==> config.mk <==
export PLATFORM = sky130hd
export DESIGN_NAME = pwr_supervisor
export DESIGN_NICKNAME = d
export VERILOG_FILES = /design/src/rtl/psv_pkg.sv /design/src/rtl/psv_sync.sv /design/src/rtl/psv_dipwatch.sv /design/src/rtl/psv_seq.sv /design/src/rtl/pwr_supervisor.sv
export SDC_FILE = /design/constraint.sdc
export NUM_CORES = 1
export LEC_CHECK = 0
export BUFFER_PORTS_ARGS = -buffer_cell sky130_fd_sc_hd__buf_2
export CAP_MARGIN = 20
export CELL_PAD_IN_SITES_DETAIL_PLACEMENT = 0
export CELL_PAD_IN_SITES_GLOBAL_PLACEMENT = 2
export CORE_ASPECT_RATIO = 1.1
export CORE_MARGIN = 2
export CORE_UTILIZATION = 38
export DETAILED_ROUTE_END_ITERATION = 10
export GPL_TIMING_DRIVEN = 0
export PLACE_DENSITY_LB_ADDON = 0.1
export SETUP_SLACK_MARGIN = 0.1
export SLEW_MARGIN = 20
export SYNTH_ARGS = -nofsm -noshare
export SYNTH_HDL_FRONTEND = slang
export SYNTH_HIERARCHICAL = 1
export SYNTH_SLANG_ARGS = --single-unit
==> constraint.sdc <==
create_clock -name clk -period 4.8 [get_ports clk]
set_clock_uncertainty 0.15 [all_clocks]
set_input_delay 1.2 -clock clk [delete_from_list [all_inputs] [get_ports clk]]
set_output_delay 1.2 -clock clk [all_outputs]
set_load 0.005 [all_outputs]
==> src/rtl/psv_pkg.sv <==
package psv_pkg;

   typedef enum logic [1:0] {
      PS_RESET = 2'd0,
      PS_START = 2'd1,
      PS_RUN   = 2'd2
   } psv_state_e;

   // counter width able to hold values 0 .. n-1 (at least one bit)
   function automatic int cnt_w(input int n);
      return (n <= 2) ? 1 : $clog2(n);
   endfunction

endpackage

==> src/rtl/psv_sync.sv <==
module psv_sync #(
   parameter int              STAGES  = 2,
   parameter int              W       = 4,
   parameter logic [W-1:0]    RST_VAL = '0
) (
   input  logic         clk,
   input  logic         arst_n,
   input  logic [W-1:0] in_async,
   output logic [W-1:0] out_sync
);

   if (STAGES < 2) begin : g_bad_stages
      $error("psv_sync: STAGES must be at least 2");
   end

   logic [W-1:0] chain [STAGES];

   for (genvar s = 0; s < STAGES; s++) begin : g_stage
      if (s == 0) begin : g_first
         always_ff @(posedge clk or negedge arst_n) begin
            if (!arst_n) chain[s] <= RST_VAL;
            else         chain[s] <= in_async;
         end
      end else begin : g_next
         always_ff @(posedge clk or negedge arst_n) begin
            if (!arst_n) chain[s] <= RST_VAL;
            else         chain[s] <= chain[s-1];
         end
      end
   end

   assign out_sync = chain[STAGES-1];

endmodule

==> src/rtl/psv_dipwatch.sv <==
module psv_dipwatch #(
   parameter int GLITCH_CYC = 4,
   parameter int DIP_CYC    = 12
) (
   input  logic clk,
   input  logic arst_n,
   input  logic in_reset,
   input  logic sup_ok,
   input  logic sup_deep,
   input  logic probe_ok,
   output logic rst_evt
);

   localparam int             DW          = psv_pkg::cnt_w(DIP_CYC);
   localparam logic [DW-1:0]  DIP_LAST    = DW'(DIP_CYC - 1);
   localparam logic [DW-1:0]  GLITCH_LAST = DW'(GLITCH_CYC - 1);

   if (GLITCH_CYC < 1 || GLITCH_CYC >= DIP_CYC) begin : g_bad_windows
      $error("psv_dipwatch: need 1 <= GLITCH_CYC < DIP_CYC");
   end

   logic [DW-1:0] dip_len;
   logic          long_dip, probe_lost;

   // consecutive cycles the supply flag has been low, saturating
   always_ff @(posedge clk or negedge arst_n) begin
      if (!arst_n)                   dip_len <= '0;
      else if (in_reset || sup_ok)   dip_len <= '0;
      else if (dip_len != DIP_LAST)  dip_len <= dip_len + 1'b1;
   end

   assign long_dip   = !sup_ok && (dip_len == DIP_LAST);
   assign probe_lost = !sup_ok && !probe_ok && (dip_len >= GLITCH_LAST);
   assign rst_evt    = !in_reset && (sup_deep || long_dip || probe_lost);

   // the dip length counter never runs past its window
   a_r5_dip_bound : assert property (@(posedge clk) disable iff (!arst_n)
      dip_len <= DIP_LAST);

   // a dip counter already running implies the supply flag was low last cycle
   a_r4_count_src : assert property (@(posedge clk) disable iff (!arst_n)
      (dip_len != '0) |-> !$past(sup_ok));

endmodule

==> src/rtl/psv_seq.sv <==
module psv_seq #(
   parameter int HOLD_CYC  = 3,
   parameter int START_CYC = 6
) (
   input  logic clk,
   input  logic arst_n,
   input  logic sup_ok,
   input  logic sup_deep,
   input  logic rst_evt,
   output logic core_rst,
   output logic ready
);
   import psv_pkg::*;

   localparam int             MAXC       = (HOLD_CYC > START_CYC) ? HOLD_CYC : START_CYC;
   localparam int             TW         = cnt_w(MAXC);
   localparam logic [TW-1:0]  HOLD_LAST  = TW'(HOLD_CYC - 1);
   localparam logic [TW-1:0]  START_LAST = TW'(START_CYC - 1);

   if (HOLD_CYC < 1 || START_CYC < 1) begin : g_bad_times
      $error("psv_seq: HOLD_CYC and START_CYC must be at least 1");
   end

   psv_state_e    state_q, state_d;
   logic [TW-1:0] tcnt_q, tcnt_d;
   logic          supply_good;

   assign supply_good = sup_ok && !sup_deep;

   always_comb begin
      state_d = state_q;
      tcnt_d  = tcnt_q;
      unique case (state_q)
         PS_RESET: begin
            if (!supply_good) begin
               tcnt_d = '0;
            end else if (tcnt_q == HOLD_LAST) begin
               state_d = PS_START;
               tcnt_d  = '0;
            end else begin
               tcnt_d = tcnt_q + 1'b1;
            end
         end
         PS_START: begin
            if (rst_evt) begin
               state_d = PS_RESET;
               tcnt_d  = '0;
            end else if (tcnt_q == START_LAST) begin
               state_d = PS_RUN;
               tcnt_d  = '0;
            end else begin
               tcnt_d = tcnt_q + 1'b1;
            end
         end
         default: begin
            if (rst_evt) begin
               state_d = PS_RESET;
               tcnt_d  = '0;
            end
         end
      endcase
   end

   always_ff @(posedge clk or negedge arst_n) begin
      if (!arst_n) begin
         state_q <= PS_RESET;
         tcnt_q  <= '0;
      end else begin
         state_q <= state_d;
         tcnt_q  <= tcnt_d;
      end
   end

   assign core_rst = (state_q == PS_RESET);
   assign ready    = (state_q == PS_RUN);

   // checker-side run length of the reset output
   localparam int RW = cnt_w(HOLD_CYC + 2);
   logic [RW-1:0] rst_run_q;
   always_ff @(posedge clk or negedge arst_n) begin
      if (!arst_n)                          rst_run_q <= '0;
      else if (!core_rst)                   rst_run_q <= '0;
      else if (rst_run_q < RW'(HOLD_CYC))   rst_run_q <= rst_run_q + 1'b1;
   end

   // reset is never released before its minimum hold
   a_r8_hold_min : assert property (@(posedge clk) disable iff (!arst_n)
      $fell(core_rst) |-> (rst_run_q >= RW'(HOLD_CYC)));

   // a reset event from the dip watcher always lands in reset
   a_r5_evt_resets : assert property (@(posedge clk) disable iff (!arst_n)
      rst_evt |=> core_rst);

   // reset only releases on a good supply
   a_r2_release_good : assert property (@(posedge clk) disable iff (!arst_n)
      $fell(core_rst) |-> $past(sup_ok && !sup_deep));

   // ready never follows reset directly
   a_r3_no_skip : assert property (@(posedge clk) disable iff (!arst_n)
      $rose(ready) |-> $past(!core_rst));

endmodule

==> src/rtl/pwr_supervisor.sv <==
module pwr_supervisor #(
   parameter int SYNC_STAGES = 2,
   parameter int GLITCH_CYC  = 6200,
   parameter int DIP_CYC     = 20000,
   parameter int START_CYC   = 6400,
   parameter int HOLD_CYC    = 16,
   parameter bit ERR_REG     = 1'b0
) (
   input  logic clk,
   input  logic arst_n,
   input  logic sup_ok_a,
   input  logic sup_deep_a,
   input  logic probe_ok_a,
   input  logic demag_busy_a,
   output logic core_rst,
   output logic ready,
   output logic err_n
);

   localparam int           NFLAG    = 4;
   // bit order: demag, probe, deep, supply ; reset to the unsafe value
   localparam logic [3:0]   FLAG_RST = 4'b1010;

   logic [NFLAG-1:0] flags_a, flags_s;
   logic             s_sup, s_deep, s_probe, s_demag;
   logic             rst_evt, err_n_d;

   assign flags_a = {demag_busy_a, probe_ok_a, sup_deep_a, sup_ok_a};

   psv_sync #(.STAGES(SYNC_STAGES), .W(NFLAG), .RST_VAL(FLAG_RST)) i_sync (
      .clk      (clk),
      .arst_n   (arst_n),
      .in_async (flags_a),
      .out_sync (flags_s)
   );

   assign {s_demag, s_probe, s_deep, s_sup} = flags_s;

   psv_dipwatch #(.GLITCH_CYC(GLITCH_CYC), .DIP_CYC(DIP_CYC)) i_dip (
      .clk      (clk),
      .arst_n   (arst_n),
      .in_reset (core_rst),
      .sup_ok   (s_sup),
      .sup_deep (s_deep),
      .probe_ok (s_probe),
      .rst_evt  (rst_evt)
   );

   psv_seq #(.HOLD_CYC(HOLD_CYC), .START_CYC(START_CYC)) i_seq (
      .clk      (clk),
      .arst_n   (arst_n),
      .sup_ok   (s_sup),
      .sup_deep (s_deep),
      .rst_evt  (rst_evt),
      .core_rst (core_rst),
      .ready    (ready)
   );

   assign err_n_d = ready && !s_demag && s_probe;

   if (ERR_REG) begin : g_err_reg
      logic err_q;
      always_ff @(posedge clk or negedge arst_n) begin
         if (!arst_n) err_q <= 1'b0;
         else         err_q <= err_n_d;
      end
      assign err_n = err_q;

      // demag activity pulls the error output low one cycle later
      a_r9_demag_err : assert property (@(posedge clk) disable iff (!arst_n)
         s_demag |=> !err_n);
   end else begin : g_err_comb
      assign err_n = err_n_d;

      // demag activity pulls the error output low at once
      a_r9_demag_err : assert property (@(posedge clk) disable iff (!arst_n)
         s_demag |-> !err_n);
   end

   // while in reset the error output is never high
   a_r1_err_in_reset : assert property (@(posedge clk) disable iff (!arst_n)
      (core_rst && $past(core_rst)) |-> !err_n);

   // deep collapse outside reset forces reset on the next cycle
   a_r6_deep_resets : assert property (@(posedge clk) disable iff (!arst_n)
      (s_deep && !core_rst) |=> core_rst);

   // demag or probe loss with good supply does not cause reset
   a_r9_no_reset : assert property (@(posedge clk) disable iff (!arst_n)
      (ready && s_sup && !s_deep) |=> !core_rst);

endmodule

==> flow_summary.ini, run 1 <==
[run_status]
outcome = completed

[clock_tree]
ctsHoldBuffers = 0
cts_tree = yes
cts-htree-levels = 2
cts_num_sinks = 38
postCtsSetupBuffers = 0
cts_buffers = 5
clock_latency_ps = 290
clk_path_buf_depth = 2
cts-resized-gates = 0
root_buffer = clkbuf_8
clk_pin_slew_ps = 80

[drt]
wirelength_um = 4103
vias_per_cell = 5.522
wl_per_cell_um = 14.76
vias = 1535
post-route-drc-count = 0
drt_first_pass_iters = 4
ant_nets = 0
drtIter0Drc = 70

[min_path]
hold_path_startpoint = i_sync/chain[6]
hp-class = flip-flop to flip-flop

[timing]
fmax_mhz = 346.3
hold_viol_final = 0
worst_slew_pin_slew_ps = 863.6
fin_tns_setup_ps = 0
relSlewSlack = 0.4243
rsz0062_at_grt = no
drv_slew = 0
fin_crit_ps = 2887
finalCritPeriodShare = 0.6015
setup-violations-final = 0

[synthesis]
synth_area_leaders = dfrtp_1 43%, dfstp_2 5.3%, a21oi_1 3.8%, nor2_1 3.6%, xnor2_1 3.1%
synth.top_cell.area_share = 0.4290
syn_area_um2 = 1983
synth-edff-count = 0
yosysTopAreaCell = dfrtp_1
synth-seq-cells = 38
syn_inst = 204
ys_types = 49
async_flop_share = 1.000
ys.flop_type = dfrtp_1
synth_warnings = 6
syn_area_per_cell_um2 = 9.721
ys_seq_area_frac = 0.4820
syn-num-nets = 212

[floorplanning]
die_h_um = 79.77
core-area_um2 = 5034
dieWidth_um = 72.88
dieArea_um2 = 5813
start_util = 0.3940
row_count = 27
io_pins = 9

[worst_setup_path]
worstSetupPathType = flip-flop to flip-flop
worst-endpoint-arrival_ps = 2890
critical_path.startpoint = i_dip/dip_len[6]
cp-end-kind = flip-flop
critPathMaxFanout = 10
crit_path_start_kind = flip-flop
cp_data_required_time_ps = 4800
timing.rr.start = i_dip/dip_len[6]

[finish]
instances_no_fill = 278
syn_to_final_growth_pct = 12.87
fin_util = 0.4447
diodes = 0
drive_above_1_share = 0.1955
fin_nets = 227

[global_routing]
use_met1 = 0.1644
antenna_found_initial = 0
grt-ovfl-total = 0
grt_pass1_vias = 1584
grt.total_usage = 0.1596
grt_pass1_wl_um = 7065
grtUsageMet2 = 0.3082
grt.met3_usage = 0.03662
grt_start_max_net_pins = 39
top_usage_layer = met2

[placement]
numPortBuffers = 8
dp_hpwl_um = 2957
dpl.cell_count = 270
routabilityCongestion = 0.7468

[power_and_ir_drop]
vdd_drop_max_uv = 146.5
leakage_uw = 0.0008953
power_density_nw_per_um2 = 314.3

[job]
cap_violations = 0
## cell families (layout without fill, tap and decap cells)
logic type               after synthesis  after routing  synth area share
AO/OA/AOI/OAI                         43             43            0.1375
adder cells (fa/ha/maj)                2              2           0.01262
XOR/XNOR                               9              9           0.03975
multiplexers                           1              1          0.005048
buffers and inverters                 21             37           0.05299
flip-flops                            38             38            0.4820
AND/OR/NAND/NOR                       90             90            0.2700
## cell usage in the layout (no fill, tap or decap), types with 3 or more instances in the layout
master     n
or3_2      3
nor2b_1    4
nand3b_1   3
or3_1      3
nand3_1    9
nor4_1     6
nor2_1    19
dfstp_2    4
a21oi_1   15
o21ai_0    7
buf_4      4
xnor2_1    7
clkbuf_8   6
nor3_1     5
inv_1     11
nand4_1    6
nand2_1   15
a31oi_1    7
a22o_1     3
dfrtp_1   34
buf_2     10
## flip-flops by register name, indices dropped and copies added, names as in the netlist
| signal | count |
|---|---|
| i_dip/dip_len | 15 |
| i_seq/tcnt_q | 13 |
| i_sync/chain | 4 |
| i_sync/out_sync | 4 |
| i_seq/state_q | 2 |
## cell usage after synthesis, types with 2 or more instances
cell type / n
dfrtp_1: 34
nor2_1: 19
a21oi_1: 15
nand2_1: 15
inv_1: 11
nand3_1: 9
a31oi_1: 7
o21ai_0: 7
xnor2_1: 7
nand4_1: 6
nor4_1: 6
nor3_1: 5
buf_4: 4
dfstp_2: 4
nor2b_1: 4
a22o_1: 3
nand3b_1: 3
or3_1: 3
or3_2: 3
a211oi_1: 2
a41oi_1: 2
and3_1: 2
buf_2: 2
ha_1: 2
nand2b_1: 2
nor4_4: 2
o31ai_1: 2
xor2_1: 2
## power by group
group / switching (µW) / total (µW) / internal [µW] / leakage, µW
registers: 9.21 / 340 / 331 / 0.000506
logic: 16.5 / 27.8 / 11.3 / 0.000318
clock network: 114 / 336 / 222 / 0.0000714
## final timing paths
check | end | cells after the start | slack (ps)
hold / removal | i_sync/out_sync[2] | 0 | 210
setup reg to reg | i_seq/tcnt_q[8] | 8 | 1910
max in group asynchronous | i_dip/dip_len[6] | 1 | 3080
hold reg to reg | i_sync/out_sync[2] | 0 | 210
setup / recovery | i_seq/tcnt_q[8] | 8 | 1910
min in group asynchronous | i_dip/dip_len[2] | 1 | 860
## area by class of cell
cell class	instances	area (µm²)
buffer	10	63.81
clock buffer	6	82.58
clock inverter	2	60.06
fill	505	2795
inverter	11	41.29
multi-input combinational	145	922.1
sequential	38	955.9
tap	58	72.57
timing repair buffer	8	40.04
## per-stage QoR
| step | power, µW | setup slack [ps] | cell area (µm²) | hold WS (ps) |
|---|---|---|---|---|
| after floorplan | 360.4 | 2189 | 1983 | 181.2 |
| after global placement | 373.4 | 1963 | 2096 | 183.8 |
| after detailed placement | 375.4 | 1914 | 2096 | 194.2 |
| after CTS | 716.5 | 1921 | 2238 | 213.4 |
| after global routing | 732.0 | 1766 | 2238 | 215.2 |
| final | 703.5 | 1913 | 2238 | 208.6 |
## worst max-delay path: stages (launching register included)
cell and delay, ps:
dfrtp_1 450, or4b_4 590, or4_1 540, o221ai_1 290, nand2b_1 200, o32ai_2 120, buf_2 210, a21oi_1 150
a31oi_1 50
## per-layer routing
layer | vias up | part of all wire
met4 | 0 | 0.019
met3 | 8 | 0.023
met5 | - | 0
li1 | 773 | -
met2 | 11 | 0.55
met1 | 743 | 0.41
(Power assumes the default switching activity.)
==> run 2: changes to the inputs <==
--- a/config.mk
+++ b/config.mk
@@ -5,13 +5,14 @@
 export SDC_FILE = /design/constraint.sdc
 export NUM_CORES = 1
 export LEC_CHECK = 0
+export ABC_AREA = 1
 export BUFFER_PORTS_ARGS = -buffer_cell sky130_fd_sc_hd__buf_2
 export CAP_MARGIN = 20
 export CELL_PAD_IN_SITES_DETAIL_PLACEMENT = 0
 export CELL_PAD_IN_SITES_GLOBAL_PLACEMENT = 2
 export CORE_ASPECT_RATIO = 1.1
 export CORE_MARGIN = 2
-export CORE_UTILIZATION = 38
+export CORE_UTILIZATION = 32
 export DETAILED_ROUTE_END_ITERATION = 10
 export GPL_TIMING_DRIVEN = 0
 export PLACE_DENSITY_LB_ADDON = 0.1
==> constraint.sdc (replaced) <==
create_clock -name clk -period 2.45 [get_ports clk]
set_clock_uncertainty 0.15 [all_clocks]
set_input_delay 0.6125 -clock clk [delete_from_list [all_inputs] [get_ports clk]]
set_output_delay 0.6125 -clock clk [all_outputs]
set_load 0.005 [all_outputs]
==> run 2 against run 1 <==
Setup slack got worse by 1600 ps. Die area grew 33%. Combinational power is 40% higher. Critical path depth down 6. Power is 90% higher. Register-to-register slack worse by 1600 ps. Synthesized cell count up 49%. Sequential power rose by 88%. Highest routed layer unchanged.
==> flow_summary.ini, run 2 <==
[run_status]
outcome = completed

[finish]
final_cell_mix = 81 x nand2_1, 45 x nor2_1, 36 x inv_1
drive_above_1_share = 0.2305
reg_top3 = i_dip/dip_len: 15 flops, i_seq/tcnt_q: 13 flops
top_register = i_dip/dip_len
fin_nets = 328
final_common_cell = nand2_1
design_area_um2 = 2571
syn_to_final_growth_pct = 13.91
largest_register_ff_count = 15
diodes = 0

[synthesis]
syn-num-nets = 311
ys_seq_area_frac = 0.4235
synth_area_leaders = dfrtp_1 38%, nand2_1 14%, nor2_1 7.6%, inv_1 6.2%, nand2_2 5.0%
ys.flop_type = dfrtp_1
synth-edff-count = 0
synth.top_cell.area_share = 0.3769
syn_area_per_cell_um2 = 7.449
yosysTopAreaCell = dfrtp_1
synth_most_common_cell = nand2_1
ys_types = 30
syn_inst = 303
synth_common_cells = 82 x nand2_1, 46 x nor2_1, 37 x inv_1
synth-seq-cells = 38
syn_area_um2 = 2257
async_flop_share = 1.000
synth_warnings = 6

[drt]
ant_nets = 0
wl_per_cell_um = 12.39
wirelength_um = 5031
drt_first_pass_iters = 4
vias = 1805
post-route-drc-count = 0
drtIter0Drc = 77
vias_per_cell = 4.446

[timing]
fin_crit_ps = 2155
drv_slew = 0
relSlewSlack = 0.3900
fin_tns_setup_ps = 0
setup-violations-final = 0
fmax_mhz = 464.1
worst_slew_pin_slew_ps = 915.0
hold_viol_final = 0
finalCritPeriodShare = 0.8795
rsz0062_at_grt = no

[power_and_ir_drop]
leakage_uw = 0.001294
vdd_drop_max_uv = 193.2
power_density_nw_per_um2 = 518.6

[placement]
numPortBuffers = 8
dpl-instance-area_um2 = 2404
routabilityCongestion = 0.7532
dp_hpwl_um = 3623

[min_path]
hp-class = flip-flop to flip-flop

[global_routing]
grt.total_usage = 0.1437
grt-ovfl-total = 0
grt_pass1_vias = 1843
grt_pass1_wl_um = 8818
antenna_found_initial = 0
grt_start_max_net_pins = 39

[clock_tree]
ctsHoldBuffers = 0
cts-htree-levels = 2
clk_pin_slew_ps = 80
clk_path_buf_depth = 2
clock_latency_ps = 290
cts_tree = yes
cts_buffers = 5
root_buffer = clkbuf_8
cts_num_sinks = 38

[worst_setup_path]
crit_path_start_kind = flip-flop
worstSetupPathType = flip-flop to primary output
cp_data_required_time_ps = 1690
cp-end-kind = primary output
worst_path_max_delay_cell = nor2_1
crit_chain = nor2_1 -> buf_2
path_buf_inv = 1
slowest_delay_ps = 460
crit_family = simple AND/OR/NAND/NOR gates
critPathMaxFanout = 8
worst-endpoint-arrival_ps = 1390

[floorplanning]
dieArea_um2 = 7742
start_util = 0.3259
row_count = 32
core-area_um2 = 6927
io_pins = 9
dieWidth_um = 84.08
die_h_um = 92.09

[job]
cap_violations = 0
run 2: stage by stage:
step             util  cells  hold WS (ps)  setup slack, ps  total power, µW
6_report       0.3712    406         205.4            295.1             1333
5_1_grt        0.3712    406         215.1            114.6             1394
3_3_place_gp   0.3470    396         185.8            158.7            693.2
4_1_cts        0.3669    404         209.0            144.9             1366
3_5_place_dp   0.3470    396         187.8            162.2            694.0
2_1_floorplan       -    303         166.9            462.5            671.5
run 2: final timing paths:
| path | start | endpoint | slack [ps] | cells after the start |
|---|---|---|---|---|
| max reg2reg | i_dip/dip_len[1] | i_seq/tcnt_q[9] | 330 | 15 |
| min in group asynchronous | arst_n | i_dip/dip_len[1] | 300 | 1 |
| max in group asynchronous | arst_n | i_dip/dip_len[0] | 1230 | 1 |
| min | i_sync/chain[6] | i_sync/out_sync[2] | 210 | 0 |
| max | i_seq/state_q[0] | core_rst | 300 | 2 |
| min reg2reg | i_sync/chain[6] | i_sync/out_sync[2] | 210 | 0 |
run 2: routing by layer:
metal / vias up / part of all wire / GRT usage / wire length (µm)
met3: 2 / 0.015 / 0.02700 / 75
met2: 10 / 0.53 / 0.2579 / 2663
met4: 0 / 0.0076 / 0.05780 / 38
met5: - / 0 / 0 / 0
li1: 964 / - / - / -
met1: 829 / 0.45 / 0.1669 / 2253
run 2: cell families (layout without fill, tap and decap cells):
group / after synthesis / count (layout) / synth area share
and+or+nand+nor: 187 / 187 / 0.3819
buffers and inverters: 48 / 66 / 0.09368
DFF: 38 / 38 / 0.4235
AOI/OAI and AO/OA: 21 / 21 / 0.06264
xor gates and xnor gates: 7 / 7 / 0.02716
adders and majority gates: 2 / 2 / 0.01108
run 2: where the power goes:
| part | switching [µW] | internal [µW] |
|---|---|---|
| sequential | 3.02 | 637 |
| clock | 246 | 408 |
| combinational | 26.4 | 12.6 |
run 2: timing repair:
item,CTS,global route
buffers inserted,0,2
setup endpoints to repair,0,12
gates resized for setup,0,8
run 2: area by class of cell:
class                      count  area [µm²]
clock buffer                   5       68.82
multi-input combinational    217        1097
sequential                    38       957.2
buffer                         7       63.81
fill                         775        4355
inverter                      41       153.9
clock inverter                 3       68.82
timing repair buffer          10       55.05
tap                           85       106.4
